--- config.mk ---
export PLATFORM = sky130hd
export DESIGN_NAME = bus_reg_bridge
export DESIGN_NICKNAME = d
export VERILOG_FILES = /design/src/rtl/bridge_pkg.sv /design/src/rtl/bridge_seq.sv /design/src/rtl/bridge_bank.sv /design/src/rtl/bridge_resp.sv /design/src/rtl/bus_reg_bridge.sv
export SDC_FILE = /design/constraint.sdc
export NUM_CORES = 1
export LEC_CHECK = 0
export BUFFER_PORTS_ARGS = -buffer_cell sky130_fd_sc_hd__buf_2
export CAP_MARGIN = 25
export CORE_MARGIN = 10
export CORE_UTILIZATION = 45
export CTS_CLUSTER_DIAMETER = 150
export CTS_CLUSTER_SIZE = 16
export DETAILED_ROUTE_END_ITERATION = 8
export RECOVER_POWER = 100
export SYNTH_ARGS = -nofsm -noshare
export SYNTH_HDL_FRONTEND = slang
export SYNTH_HIERARCHICAL = 1
export SYNTH_SLANG_ARGS = --single-unit
export TNS_END_PERCENT = 10
--- constraint.sdc ---
create_clock -name clk -period 2.6 [get_ports clk]
set_input_delay 0.26 -clock clk [delete_from_list [all_inputs] [get_ports clk]]
set_output_delay 0.26 -clock clk [all_outputs]
set_load 0.01 [all_outputs]
--- src/rtl/bridge_pkg.sv ---
package bridge_pkg;

  typedef enum logic [2:0] {
    CMD_IDLE = 3'b000,
    CMD_WR   = 3'b001,
    CMD_RD   = 3'b010
  } cmd_e;

  typedef enum logic [1:0] {
    RSP_NULL = 2'b00,
    RSP_DVA  = 2'b01,
    RSP_ERR  = 2'b11
  } resp_e;

  typedef enum logic [1:0] {
    ST_IDLE,
    ST_WR,
    ST_RD
  } phase_e;

  // number of beats a request asks for; a zero count still moves one beat
  function automatic int unsigned beat_count(int unsigned len);
    return (len == 0) ? 1 : len;
  endfunction

  function automatic logic addr_in_map(int unsigned addr, int unsigned nregs);
    return addr < nregs;
  endfunction

  function automatic logic reg_writable(logic [63:0] ro_mask, int unsigned idx);
    return !ro_mask[idx[5:0]];
  endfunction

endpackage

--- src/rtl/bridge_seq.sv ---
// Request and beat sequencing: latches one request, then steps the address
// once per taken beat until the beat count is used up.
module bridge_seq
  import bridge_pkg::*;
#(
  parameter int ADDR_W = 8,
  parameter int LEN_W  = 4
) (
  input  logic              clk,
  input  logic              rst_n,
  input  logic [2:0]        cmd_i,
  input  logic [ADDR_W-1:0] addr_i,
  input  logic [LEN_W-1:0]  len_i,
  input  logic              data_valid_i,
  input  logic              slot_free_i,
  output logic              cmd_accept_o,
  output logic              data_accept_o,
  output logic              beat_fire_o,
  output logic              beat_wr_o,
  output logic [ADDR_W-1:0] beat_addr_o
);

  phase_e            phase_q;
  logic [ADDR_W-1:0] addr_q;
  logic [LEN_W-1:0]  left_q;
  logic              last_beat;

  assign cmd_accept_o  = (phase_q == ST_IDLE) && ((cmd_i == CMD_WR) || (cmd_i == CMD_RD));
  assign data_accept_o = (phase_q == ST_WR) && slot_free_i;
  assign beat_fire_o   = ((phase_q == ST_WR) && data_valid_i && slot_free_i)
                       || ((phase_q == ST_RD) && slot_free_i);
  assign beat_wr_o     = (phase_q == ST_WR);
  assign beat_addr_o   = addr_q;
  assign last_beat     = (left_q == LEN_W'(1));

  always_ff @(posedge clk or negedge rst_n) begin
    if (!rst_n) begin
      phase_q <= ST_IDLE;
      addr_q  <= '0;
      left_q  <= '0;
    end else if (cmd_accept_o) begin
      phase_q <= (cmd_i == CMD_WR) ? ST_WR : ST_RD;
      addr_q  <= addr_i;
      left_q  <= LEN_W'(beat_count(32'(len_i)));
    end else if (beat_fire_o) begin
      addr_q <= addr_q + ADDR_W'(1);
      left_q <= left_q - LEN_W'(1);
      if (last_beat) phase_q <= ST_IDLE;
    end
  end

endmodule

--- src/rtl/bridge_bank.sv ---
// Shared storage: one bus port and one peripheral port; the bus wins a tie.
module bridge_bank #(
  parameter int NUM_REGS = 16,
  parameter int DATA_W   = 8,
  parameter int IDX_W    = 4
) (
  input  logic              clk,
  input  logic              rst_n,
  input  logic              bus_we_i,
  input  logic [IDX_W-1:0]  bus_idx_i,
  input  logic [DATA_W-1:0] bus_wdata_i,
  input  logic              per_we_i,
  input  logic [IDX_W-1:0]  per_idx_i,
  input  logic [DATA_W-1:0] per_wdata_i,
  input  logic [IDX_W-1:0]  bus_rd_idx_i,
  output logic [DATA_W-1:0] bus_rd_data_o,
  input  logic [IDX_W-1:0]  per_rd_idx_i,
  output logic [DATA_W-1:0] per_rd_data_o,
  output logic              clash_o
);

  logic [DATA_W-1:0] regs_q [NUM_REGS];

  for (genvar g = 0; g < NUM_REGS; g++) begin : g_reg
    logic bus_hit, per_hit;
    assign bus_hit = bus_we_i && (bus_idx_i == IDX_W'(g));
    assign per_hit = per_we_i && (per_idx_i == IDX_W'(g));

    always_ff @(posedge clk or negedge rst_n) begin
      if (!rst_n)       regs_q[g] <= '0;
      else if (bus_hit) regs_q[g] <= bus_wdata_i;
      else if (per_hit) regs_q[g] <= per_wdata_i;
    end
  end

  assign bus_rd_data_o = regs_q[bus_rd_idx_i];
  assign per_rd_data_o = regs_q[per_rd_idx_i];
  assign clash_o       = bus_we_i && per_we_i && (bus_idx_i == per_idx_i);

endmodule

--- src/rtl/bridge_resp.sv ---
// One-entry response slot: filled by a taken beat, drained by the master.
module bridge_resp
  import bridge_pkg::*;
#(
  parameter int DATA_W = 8
) (
  input  logic              clk,
  input  logic              rst_n,
  input  logic              beat_fire_i,
  input  logic              beat_wr_i,
  input  logic              beat_ok_i,
  input  logic [DATA_W-1:0] rd_data_i,
  input  logic              resp_accept_i,
  output logic              slot_free_o,
  output logic [1:0]        resp_o,
  output logic [DATA_W-1:0] rdata_o
);

  resp_e             resp_q;
  logic [DATA_W-1:0] rdata_q;

  assign slot_free_o = (resp_q == RSP_NULL) || resp_accept_i;
  assign resp_o      = resp_q;
  assign rdata_o     = rdata_q;

  always_ff @(posedge clk or negedge rst_n) begin
    if (!rst_n) begin
      resp_q  <= RSP_NULL;
      rdata_q <= '0;
    end else if (beat_fire_i) begin
      resp_q  <= beat_ok_i ? RSP_DVA : RSP_ERR;
      rdata_q <= (beat_ok_i && !beat_wr_i) ? rd_data_i : '0;
    end else if (resp_accept_i) begin
      resp_q  <= RSP_NULL;
      rdata_q <= '0;
    end
  end

endmodule

--- src/rtl/bus_reg_bridge.sv ---
module bus_reg_bridge
  import bridge_pkg::*;
#(
  parameter int ADDR_W   = 8,
  parameter int DATA_W   = 8,
  parameter int LEN_W    = 4,
  parameter int NUM_REGS = 16,
  parameter int IDX_W    = $clog2(NUM_REGS),
  parameter logic [NUM_REGS-1:0] RO_MASK = NUM_REGS'(16'hF000)
) (
  input  logic              clk,
  input  logic              rst_n,
  input  logic [2:0]        m_cmd,
  input  logic [ADDR_W-1:0] m_addr,
  input  logic [LEN_W-1:0]  m_burst_len,
  input  logic              m_data_valid,
  input  logic [DATA_W-1:0] m_wdata,
  output logic              s_cmd_accept,
  output logic              s_data_accept,
  output logic [1:0]        s_resp,
  output logic [DATA_W-1:0] s_rdata,
  input  logic              m_resp_accept,
  input  logic              p_wr_en,
  input  logic [IDX_W-1:0]  p_wr_addr,
  input  logic [DATA_W-1:0] p_wr_data,
  input  logic [IDX_W-1:0]  p_rd_addr,
  output logic [DATA_W-1:0] p_rd_data
);

  // named internal events, observed by the bound checker
  logic              beat_fire;
  logic              beat_wr;
  logic [ADDR_W-1:0] beat_addr;
  logic              slot_free;
  logic              beat_in_map;
  logic              beat_writable;
  logic              beat_ok;
  logic              bus_we;
  logic              bank_clash;
  logic [IDX_W-1:0]  beat_idx;
  logic [DATA_W-1:0] bus_rd_data;

  assign beat_idx      = beat_addr[IDX_W-1:0];
  assign beat_in_map   = addr_in_map(32'(beat_addr), NUM_REGS);
  assign beat_writable = reg_writable(64'(RO_MASK), 32'(beat_idx));
  assign beat_ok       = beat_in_map && (!beat_wr || beat_writable);
  assign bus_we        = beat_fire && beat_wr && beat_ok;

  bridge_seq #(
    .ADDR_W(ADDR_W),
    .LEN_W (LEN_W)
  ) u_seq (
    .clk          (clk),
    .rst_n        (rst_n),
    .cmd_i        (m_cmd),
    .addr_i       (m_addr),
    .len_i        (m_burst_len),
    .data_valid_i (m_data_valid),
    .slot_free_i  (slot_free),
    .cmd_accept_o (s_cmd_accept),
    .data_accept_o(s_data_accept),
    .beat_fire_o  (beat_fire),
    .beat_wr_o    (beat_wr),
    .beat_addr_o  (beat_addr)
  );

  bridge_bank #(
    .NUM_REGS(NUM_REGS),
    .DATA_W  (DATA_W),
    .IDX_W   (IDX_W)
  ) u_bank (
    .clk          (clk),
    .rst_n        (rst_n),
    .bus_we_i     (bus_we),
    .bus_idx_i    (beat_idx),
    .bus_wdata_i  (m_wdata),
    .per_we_i     (p_wr_en),
    .per_idx_i    (p_wr_addr),
    .per_wdata_i  (p_wr_data),
    .bus_rd_idx_i (beat_idx),
    .bus_rd_data_o(bus_rd_data),
    .per_rd_idx_i (p_rd_addr),
    .per_rd_data_o(p_rd_data),
    .clash_o      (bank_clash)
  );

  bridge_resp #(
    .DATA_W(DATA_W)
  ) u_resp (
    .clk          (clk),
    .rst_n        (rst_n),
    .beat_fire_i  (beat_fire),
    .beat_wr_i    (beat_wr),
    .beat_ok_i    (beat_ok),
    .rd_data_i    (bus_rd_data),
    .resp_accept_i(m_resp_accept),
    .slot_free_o  (slot_free),
    .resp_o       (s_resp),
    .rdata_o      (s_rdata)
  );

endmodule

# Yosys cells after proc, flatten, opt, wreduce, memory -nomap -nowiden
# Memories as Yosys holds them, arrays and structs flattened.
# Index checks and enable logic that the tools add are counted.
# op_classes
n_lt_le_gt_ge	4
n_eq_ne	35
reduce_logical	72
n_bitwise	2
n_addsub	2
mux	54
# ops
op	count
$mux 8	41
$bmux 8 s4	2
$eq 4x4->1 const B	16
$logic_and 1x1->1	41
$reduce_bool 2->1	19
$eq 4x3->1 const B	8
$eq 4x2->1 const B	4
$mux 2	7
$eq 4x1->1 const B	3
$logic_not 4->1	3
$mux 4	3
$ge 5x5->1 const B	2
$not 4->5	2
$add 8x1->8 const B	1
$lt 8x5->1 const B	1
$lt 4x7->1 const B	1
$logic_not 2->1	2
$logic_or 1x1->1	4
$sub 4x1->4 const B	1
$eq 3x1->1 const B	1
$eq 3x2->1 const B	1
$eq 2x1->1 const B	1
$eq 2x2->1 const B	1
$logic_not 1->1	2
other kinds (2)	2
# totals
n_memories	1
register_bits	152
inputBits	44
romBits	16
out_inout_bits	20
elab_cells	191
# memory_table
memory	depth	word_bits	read_ports	rd_ports_with_merged_regs	write_ports	line_no	source
(no name shown)	16	1	1	0	0	bridge_pkg.sv:31	return !ro_mask[idx[5:0]];

# Logic depth before layout (Yosys ltp)
# Gate-level depths: netlist of run 1.
# depth
word_depth	8
ltp_mapped	12

# Cells and area by module
# The synthesis of run 1 kept the hierarchy.
# modules_own_cells
mod	area_per_inst_um2	cells_per_inst	n_inst
bridge_bank	8622.0	960	1
bridge_seq	835.8	89	1
bridge_resp	395.4	27	1
bus_reg_bridge	33.8	4	1

# Worst setup path after synthesis of run 1
# Ideal clock, no wire load.
# synth_timing
path_type	register -> register
from	reg u_resp.resp_q[1], in the netlist u_resp/resp_o[1]
to	reg u_bank/regs_q[100] in the netlist's numbering
required_time_ns	2.518
path_buffers	3
setup_slack_ns	0.057
setup_time_ns	0.082
stages_incl_launch_ff	12
t_arrival_ns	2.462
path_cell_list	dfrtp_1 > o21ai_0 > a21bo_1 > buf_6 > clkinv_1 > nand2_1 > a211oi_2 > or3b_1 > clkbuf_1 > or2_0 > clkbuf_1 > a31oi_1
# synth_via
elab_chain_cells	8
# synth_lines
item	line_no	source
start, declared	bridge_resp.sv:19	resp_e resp_q;
start signal, assigned	bridge_resp.sv:31	resp_q <= beat_ok_i ? RSP_DVA : RSP_ERR;
$logic_not 2->1 (*)	bridge_resp.sv:22	assign slot_free_o = (resp_q == RSP_NULL) || resp_accept_i;
$logic_or 1x1->1 (*)	bridge_resp.sv:22	
via slot_free	bus_reg_bridge.sv:34	logic slot_free;
$logic_and 1x1->1 (on tied branches)	bridge_seq.sv:30, bridge_seq.sv:31	
$logic_or 1x1->1 (*)	bridge_seq.sv:31	|| ((phase_q == ST_RD) && slot_free_i);
via beat_fire	bus_reg_bridge.sv:31	logic beat_fire;
$logic_and 1x1->1 (*) (2 in series)	bus_reg_bridge.sv:47	assign bus_we = beat_fire && beat_wr && beat_ok;
via bus_we	bus_reg_bridge.sv:38	logic bus_we;
$logic_and 1x1->1 (*)	bridge_bank.sv:26	assign bus_hit = bus_we_i && (bus_idx_i == IDX_W'(g));
$mux 8 or $reduce_bool 2->1 (tied branches)	n/a	
end signal, assigned by index	bridge_bank.sv:31	else if (bus_hit) regs_q[g] <= bus_wdata_i;
end signal, assigned by index	bridge_bank.sv:32	else if (per_hit) regs_q[g] <= per_wdata_i;
end, declared	bridge_bank.sv:22	logic [DATA_W-1:0] regs_q [NUM_REGS];
# Mark *: on every way through the listed nets, which the timed path passes. The rest lies on a longest branch.
# A chain may end at the register's enable or synchronous reset.

# Final worst setup path of run 1
# layout_timing
from	reg u_seq.addr_q[1], in the netlist u_seq/beat_addr_o[1]
to	reg u_bank/regs_q[39] in the netlist's numbering
# layout_via
elab_chain_cells	8
# layout_lines
item	line_no	source
start, declared	bridge_seq.sv:24	logic [ADDR_W-1:0] addr_q;
start signal, assigned	bridge_seq.sv:43	addr_q <= addr_i;
start signal, assigned	bridge_seq.sv:46	addr_q <= addr_q + ADDR_W'(1);
$mem_v2 16x1	n/a	
$mux 1 (implied by the code)	bridge_pkg.sv:31	
$logic_not 1->1	bridge_pkg.sv:31	
$logic_or 1x1->1	bus_reg_bridge.sv:46	assign beat_ok = beat_in_map && (!beat_wr || beat_writable);
$logic_and 1x1->1	bus_reg_bridge.sv:46	
$logic_and 1x1->1	bus_reg_bridge.sv:47	
$logic_and 1x1->1 (*)	bridge_bank.sv:26	
$mux 8 or $reduce_bool 2->1 (tied branches)	n/a	
# Mark *: on every way between the ends. The rest lies on a longest branch, timed or not. The select of a mux whose other input is x is not followed.

==> impl_metrics.toml, run 1 <==
[setup_path]
critPathKind = "reg2reg"
crit_path_end_kind = "flip-flop"
rr_endpoint = "u_bank/regs_q[39]"
path_max_fanout = 36
r2r_slack_ps = 70
rr_worst_depth = 5
rr_startpoint = "u_seq/beat_addr_o[1]"
crit_arrival_ps = 2870
required_ps = 2940
start_kind = "flip-flop"

[yosys]
yosys_warnings = 6
synthCells = 1074
syn_area_per_cell_um2 = 9.16
syn_nets = 1121
syn_area_mm2 = 0.00984

[final_layout]
final-instance-count-excl-fill = 1354
most-common-layout-cells = "150 x dfrtp_1, 137 x nand3_1, 136 x nor3_1"
syn_to_final_growth_pct = 11.5
final-seq-area_mm2 = 0.00381
fillCellCount = 2005
multi_input_area_mm2 = 0.00538
finalNetCount = 1101
drive_gt1_share_pct = 19.6
layout_commonest_cell = "dfrtp_1"

[placed_design]
place_hpwl_mm = 23.4
dp_cells = 1313
gp_congestion = 0.894
portBuffers = 63

[clock_tree]
ctsLongestPathBuffers = 2
numCtsBuffers = 17
insertion_delay_ps = 430
root_buffer = "clkbuf_16"
cts_tree = "yes"
clkSlewWorstSetupHoldPaths_ps = 60
cts_sinks = 152
htreeDepth = 4

[power_and_ir_drop]
powerDensity_mw_per_mm2 = 944
leakagePower_nw = 4.01
max-vdd-ir-drop_mv = 0.493

[routing]
drt_first_pass_iters = 8
finalWirelength_mm = 37.0
drt-initial-drc-count = 1361
vias = 9719
ant_nets = 0
drc = 0
post_drt_wl_per_cell_um = 27.3
viasPerCell = 7.18

[floorplan]
die_h_um = 168
rows = 54
coreArea_mm2 = 0.0217
initial_core_util_pct = 45.4
io_pins = 64
dieArea_mm2 = 0.0282
die_w_um = 168

[sta]
max_freq_mhz = 396
final_hold_viol_count = 0
rsz0062_at_grt = "no"
setup_tns_ps = 0
min_period_ps = 2530
finalCritPeriodShare_pct = 97.2
max-slew-margin-rel_pct = 13.4
worstMarginPinSlew_ps = 1300
drv_slew = 0
fin_skew_ps = 8.77
setup_viol = 0

[job]
drv_cap = 0

[grt]
grt_antenna_before_repair = 7
track_usage_pct = 25.7
gr-total-overflow = 0
grt_pass1_wl_mm = 57.5
grt_pass1_vias = 9430
grt_max_degree = 50

[outcome]
status = "finished, final reports clean"

[worst_hold_path]
whs_path_depth = 3
min_delay_worst_endpoint = "u_seq/beat_addr_o[7]"
hp-class = "in2reg"
worstHoldStart = "m_addr[7]"
[report_power, final]
group	internal, mW	leakage (nW)	total [mW]	switching, mW
Combinational	1.77	1.80	4.11	2.34
Sequential	2.99	1.92	3.59	0.600
Clock	1.57	0.292	2.65	1.08
Total	6.34	4.01	10.4	4.02
[metrics by stage]
stage,hold slack [ps],instance area [um2],setup WS [ps],util (%),power [mW]
after detailed placement,241,10400,15.6,47.9,7.68
after CTS,36.1,11000,56.3,50.8,10.3
after global routing,75.1,11000,28.1,50.6,10.8
after floorplan,-35.6,9840,89.2,-,6.15
final,49.3,11000,73.9,50.6,10.4
after global placement,243,10400,63.8,47.9,7.62
[worst max-delay path, stage by stage, from the launching register on]
cell,delay [ps]
dfrtp_2,840
buf_4,370
nand2_1,80
clkbuf_4,390
or2_2,540
a31oi_1,200
[worst max path at each step]
stage | from | endpoint | slack (ps) | depth (start not counted)
floorplan | u_resp/resp_o[1] | u_bank/regs_q[100] | 90 | 11
global placement | u_resp/resp_o[1] | u_bank/regs_q[102] | 60 | 8
detailed placement | u_seq/beat_addr_o[7] | u_bank/regs_q[100] | 20 | 5
CTS | u_resp/resp_o[1] | u_bank/regs_q[124] | 60 | 8
global route | u_seq/beat_addr_o[1] | u_bank/regs_q[69] | 30 | 5
finish | u_seq/beat_addr_o[1] | u_bank/regs_q[39] | 70 | 5
[sequential cells by signal, summed over array words and instances, names as in the netlist]
register           flops
u_resp/rdata_o         8
u_seq/left_q           4
u_seq/phase_q          2
u_bank/regs_q        128
u_seq/beat_addr_o      8
u_resp/resp_o          2
[timing repair]
action / 4_1_cts / 5_1_grt
setup endpoints to repair: 2 / 46
gates resized for setup: 2 / 4
pin swaps: 0 / 1
hold endpoints to repair: 45 / 0
hold buffers: 1 / 0
buffers inserted: 0 / 1
[layout make-up]
type / count / share of cell area [%]
multi-input cells: 753 / 49.1
clock buffers: 19 / 4.13
repair buffers: 121 / 6.92
inverters: 9 / 0.308
diodes: 7 / 0.160
clock inverters: 13 / 1.54
flip-flops and latches: 152 / 34.7
well taps: 280 / 3.19
[per-layer routing]
metal  part of all wire [%]  GRT usage [%]
met4                    3.9           11.9
met1                     39           33.5
met3                     11           6.31
met5                      0              0
met2                     47           39.3
Power figures use the tool's default switching activity.
==> inputs of run 2 (changes only) <==
--- a/config.mk
+++ b/config.mk
@@ -12,7 +12,7 @@
 export CTS_CLUSTER_DIAMETER = 150
 export CTS_CLUSTER_SIZE = 16
 export DETAILED_ROUTE_END_ITERATION = 8
-export RECOVER_POWER = 100
+export RECOVER_POWER = 25
 export SYNTH_ARGS = -nofsm -noshare
 export SYNTH_HDL_FRONTEND = slang
 export SYNTH_HIERARCHICAL = 1
==> run 2 against run 1 <==
Compared with the run above: sequential cell count did not move; worst hold slack better by 1.1 ps; utilization up 0.29 points; register-to-register slack better by 70 ps; setup slack improved by 67 ps; critical endpoint is now u_bank/regs_q[114]; highest routed layer unchanged.
==> impl_metrics.toml, run 2 (same netlist as run 1, synthesis figures left out) <==
[outcome]
status = "finished, final reports clean"

[final_layout]
most-common-layout-cells = "150 x dfrtp_1, 137 x nand3_1, 136 x nor3_1"
finalNetCount = 1101
largest-register = "u_bank/regs_q"
syn_to_final_growth_pct = 12.1
drive_gt1_share_pct = 22.8
largest_register_ffs = 128
final_area_mm2 = 0.0110
layout_commonest_cell = "dfrtp_1"

[power_and_ir_drop]
seqPwrFrac_pct = 34.5
pwr-share-clk_pct = 25.5
max-vdd-ir-drop_mv = 0.496
comb_power_share_pct = 40.0
power.total_mw = 10.4
powerDensity_mw_per_mm2 = 945
p_sw_share_pct = 38.7
leakagePower_nw = 4.12
p_switching_mw = 4.04
intPower_mw = 6.39

[floorplan]
coreArea_mm2 = 0.0217
rows = 54
io_pins = 64
dieArea_mm2 = 0.0282
initial_core_util_pct = 45.4
die_h_um = 168
die_w_um = 168

[routing]
post_drt_wl_per_cell_um = 27.4
drt_first_pass_iters = 6
vias = 9705
ant_nets = 0
finalWirelength_mm = 37.1
drc = 0
viasPerCell = 7.17
drt-initial-drc-count = 1391

[setup_path]
path_max_fanout = 8
cp-endpoint = "u_bank/regs_q[114]"
crit_arrival_ps = 2810
start_kind = "flip-flop"
rr_worst_depth = 5
critPathKind = "reg2reg"
rr_startpoint = "u_seq/beat_addr_o[7]"
crit_path_end_kind = "flip-flop"
required_ps = 2950
crit_start = "u_seq/beat_addr_o[7]"
r2r_slack_ps = 140
rr_endpoint = "u_bank/regs_q[114]"

[grt]
grt_antenna_before_repair = 7
grt_pass1_vias = 9430
grt_max_degree = 50
grt_pass1_wl_mm = 57.5
track_usage_pct = 25.7
gr-total-overflow = 0

[placed_design]
place_hpwl_mm = 23.4
gp_congestion = 0.894
portBuffers = 63
preCtsSetupSlack_ps = 15.6
placed_area_mm2 = 0.0104

[sta]
setup_slack_ps = 141
worstMarginPinSlew_ps = 1290
finalHoldWorstSlack_ps = 50.4
drv_slew = 0
max-slew-margin-rel_pct = 13.8
setup_tns_ps = 0
rsz0062_at_grt = "no"
setup_viol = 0
max_freq_mhz = 407
final_hold_viol_count = 0
fin_skew_ps = 9.54
min_period_ps = 2460
finalCritPeriodShare_pct = 94.6

[clock_tree]
ctsLongestPathBuffers = 2
htreeDepth = 4
cts_sinks = 152
numCtsBuffers = 17
root_buffer = "clkbuf_16"
cts_tree = "yes"
insertion_delay_ps = 430
clkSlewWorstSetupHoldPaths_ps = 60

[worst_hold_path]
hp-class = "in2reg"
worstHoldStart = "m_addr[7]"

[job]
drv_cap = 0
-- run 2: changes by cell type in the layout (fill, tap and decap cells not counted), sizes merged --
cell | before | now
clkbuf | 52 | 21
buf | 87 | 118
-- run 2: area by class of cell --
| class | count | area [um2] |
|---|---|---|
| well taps | 280 | 350 |
| clock buffers | 19 | 453 |
| multi-input cells | 753 | 5390 |
| fillers | 1977 | 10700 |
| diodes | 7 | 17.5 |
| repair buffers | 121 | 816 |
| clock inverters | 13 | 169 |
| flip-flops and latches | 152 | 3810 |
| inverters | 9 | 33.8 |
-- run 2: worst max-delay path, cell delays in order (launching register included) --
cell and delay, ps:
dfrtp_1 400, or4_4 560, a211oi_4 360, or3b_4 470, or2_1 380, a31oi_1 200
-- run 2: layer usage --
metal / wire length, um / vias up / track usage [%]
met1: 14500 / 4783 / 33.5
met4: 1470 / 0 / 11.9
li1: - / 4079 / -
met5: 0 / - / 0
met3: 3930 / 109 / 6.31
met2: 17200 / 734 / 39.3
-- run 2: worst min path at each step --
stage	end	slack, ps	cells past startpoint
6_report	u_seq/beat_addr_o[7]	50	3
3_3_place_gp	u_seq/left_q[2]	240	1
4_1_cts	u_seq/beat_addr_o[7]	40	3
5_1_grt	u_seq/beat_addr_o[5]	80	3
3_5_place_dp	u_seq/left_q[2]	240	1
2_1_floorplan	u_bank/regs_q[0]	-40	0
-- run 2: power by group through the flow --
stage / sequential [mW] / clock (mW) / combinational [mW]
final: 3.60 / 2.66 / 4.17
after global routing: 3.66 / 2.78 / 4.44
after CTS: 3.57 / 2.68 / 4.10
after detailed placement: 3.60 / 0 / 4.08
after global placement: 3.58 / 0 / 4.04
after floorplan: 3.39 / 0 / 2.75
-- run 2: what timing repair did --
item / in CTS / in global routing
endpoints found under the hold margin: 45 / 0
hold buffers: 1 / 0
setup endpoints to repair: 2 / 46
resized for setup: 2 / 4
setup buffers: 0 / 1
pin swaps: 0 / 1
-- run 2: through the flow --
stage                     instances  utilization (%)
after global placement         1313             47.9
after CTS                      1346             50.8
after detailed placement       1313             47.9
final                          1354             50.9
after floorplan                1074                -
after global routing           1354             50.9
==> inputs of run 3 (changes only) <==
--- a/config.mk
+++ b/config.mk
@@ -8,10 +8,11 @@
 export BUFFER_PORTS_ARGS = -buffer_cell sky130_fd_sc_hd__buf_2
 export CAP_MARGIN = 25
 export CORE_MARGIN = 10
-export CORE_UTILIZATION = 45
+export CORE_UTILIZATION = 56
 export CTS_CLUSTER_DIAMETER = 150
 export CTS_CLUSTER_SIZE = 16
 export DETAILED_ROUTE_END_ITERATION = 8
+export PLACE_DENSITY = 0.88
 export RECOVER_POWER = 25
 export SYNTH_ARGS = -nofsm -noshare
 export SYNTH_HDL_FRONTEND = slang
==> constraint.sdc (replaced) <==
create_clock -name clk -period 2.6 [get_ports clk]
set_input_delay 0 -clock clk [delete_from_list [all_inputs] [get_ports clk]]
set_output_delay 0 -clock clk [all_outputs]
set_load 0.01 [all_outputs]
==> run 3 against run 2 <==
Compared with the run above: the run now ends with DRC left; clock power is 7.5% lower; combinational power grew 3%; global-route usage grew 4.3 points; cell count fell by 3.2%; critical endpoint is now u_seq/phase_q[0]; non-clock buffer count is 14 higher.
==> impl_metrics.toml, run 3 (same netlist as run 1, synthesis figures left out) <==
[setup_path]
crit_path_end_kind = "flip-flop"
start_kind = "flip-flop"
cpMaxStageDelayCell = "dlygate4sd3_1"
path_max_fanout = 17
cpPeakStageDelay_ps = 550
crit_arrival_ps = 2780
worstPathCellList = "o21ai_0 > a21bo_1 > buf_4 > or4b_4 > a32o_1 > dlygate4sd3_1"
required_ps = 2920
critPathKind = "reg2reg"

[floorplan]
io_pins = 64
die_w_um = 153
rows = 48
die_h_um = 153
coreArea_mm2 = 0.0172
initial_core_util_pct = 57.1
dieArea_mm2 = 0.0233

[routing]
vias = 10502
drc = 9
post_drt_wl_per_cell_um = 27.6
viasPerCell = 8.02
drt_first_pass_iters = 9
drt-initial-drc-count = 2614
ant_nets = 0
finalWirelength_mm = 36.1

[grt]
grt_pass1_vias = 10125
grt_antenna_before_repair = 4
gr-total-overflow = 0
grt_max_degree = 69
grt_pass1_wl_mm = 56.4
track_usage_pct = 29.9

[clock_tree]
cts_tree = "yes"
clkSlewWorstSetupHoldPaths_ps = 60
htreeDepth = 4
post_cts_buffers = 0
root_buffer = "clkbuf_16"
ctsLongestPathBuffers = 2
insertion_delay_ps = 430
cts_sinks = 152
numCtsBuffers = 17

[sta]
worstMarginPinSlew_ps = 1310
max-slew-margin-rel_pct = 12.5
rsz0062_at_grt = "no"
setup_tns_ps = 0
setup_viol = 0
final_hold_viol_count = 0
finalCritPeriodShare_pct = 94.8
fin_skew_ps = 7.91
drv_slew = 0
max_freq_mhz = 406
min_period_ps = 2470

[worst_hold_path]
hp-class = "in2reg"

[power_and_ir_drop]
powerDensity_mw_per_mm2 = 934
max-vdd-ir-drop_mv = 0.735
leakagePower_nw = 4.15
power.total_mw = 10.3

[outcome]
violations = "DRC"
status = "finished with violations"

[final_layout]
drive_gt1_share_pct = 21.7
finalNetCount = 1115
largest-register = "u_bank/regs_q"
postLayoutCoreUtil_pct = 63.9
fillCellCount = 1268
most-common-layout-cells = "151 x dfrtp_1, 137 x nand3_1, 136 x nor3_1"
layout_commonest_cell = "dfrtp_1"
syn_to_final_growth_pct = 11.9
largest_register_ffs = 128

[job]
drv_cap = 0

[placed_design]
portBuffers = 63
place_hpwl_mm = 21.6
gp_congestion = 0.978
run 3: area by class of cell:
cell class              instances  area [um2]  area share [%]
repair buffers                135         926            8.41
multi-input cells             753        5380            48.8
well taps                     225         282            2.56
inverters                       9        33.8           0.307
diodes                          4        10.0          0.0909
flip-flops and latches        152        3800            34.6
clock buffers                  23         478            4.34
clock inverters                 9        97.6           0.886
run 3: worst max-delay path, delay by kind of cell (launching register included):
kind,cells,cell delay (ps)
and+or+nand+nor,1,540
buffers and inverters,2,750
AOI/OAI and AO/OA,3,670
DFF,1,390
run 3: report_power, final:
group,internal (mW),leakage [nW],switching (mW)
clock,1.48,0.287,0.980
sequential,3.00,1.92,0.522
combinational,1.83,1.94,2.48
run 3: repair_timing:
action,in CTS,in global routing
hold buffers,18,0
endpoints found under the hold margin,97,0
gates resized for setup,0,3
setup endpoints to repair,0,32
run 3: path summary, 6_finish.rpt:
check / slack, ps / startpoint / depth (start not counted) / end
hold reg to reg: 490 / u_resp/rdata_o[3] / 1 / u_resp/rdata_o[3]
hold / removal: 20 / p_wr_data[2] / 3 / u_bank/regs_q[42]
setup reg to reg: 130 / u_resp/resp_o[1] / 6 / u_seq/phase_q[0]
max in group asynchronous: 450 / rst_n / 3 / u_bank/regs_q[109]
setup / recovery: 130 / u_resp/resp_o[1] / 6 / u_seq/phase_q[0]
min in group asynchronous: 400 / rst_n / 2 / u_seq/left_q[0]
run 3: layer usage:
layer	wire, um	GRT usage [%]	part of all wire (%)
met2	15500	44.3	43
met1	11500	35.2	32
met3	6470	14.5	18
met5	0	0	0
met4	2570	16.1	7.1
run 3: through the flow:
stage	hold slack, ps	worst slack (ps)	cells	area [um2]
floorplan	-296	89.2	1074	9840
global placement	-15.0	122	1256	10300
detailed placement	-20.4	40.3	1256	10300
CTS	2.09	14.5	1306	11000
global route	27.0	31.3	1310	11000
finish	21.3	135	1310	11000
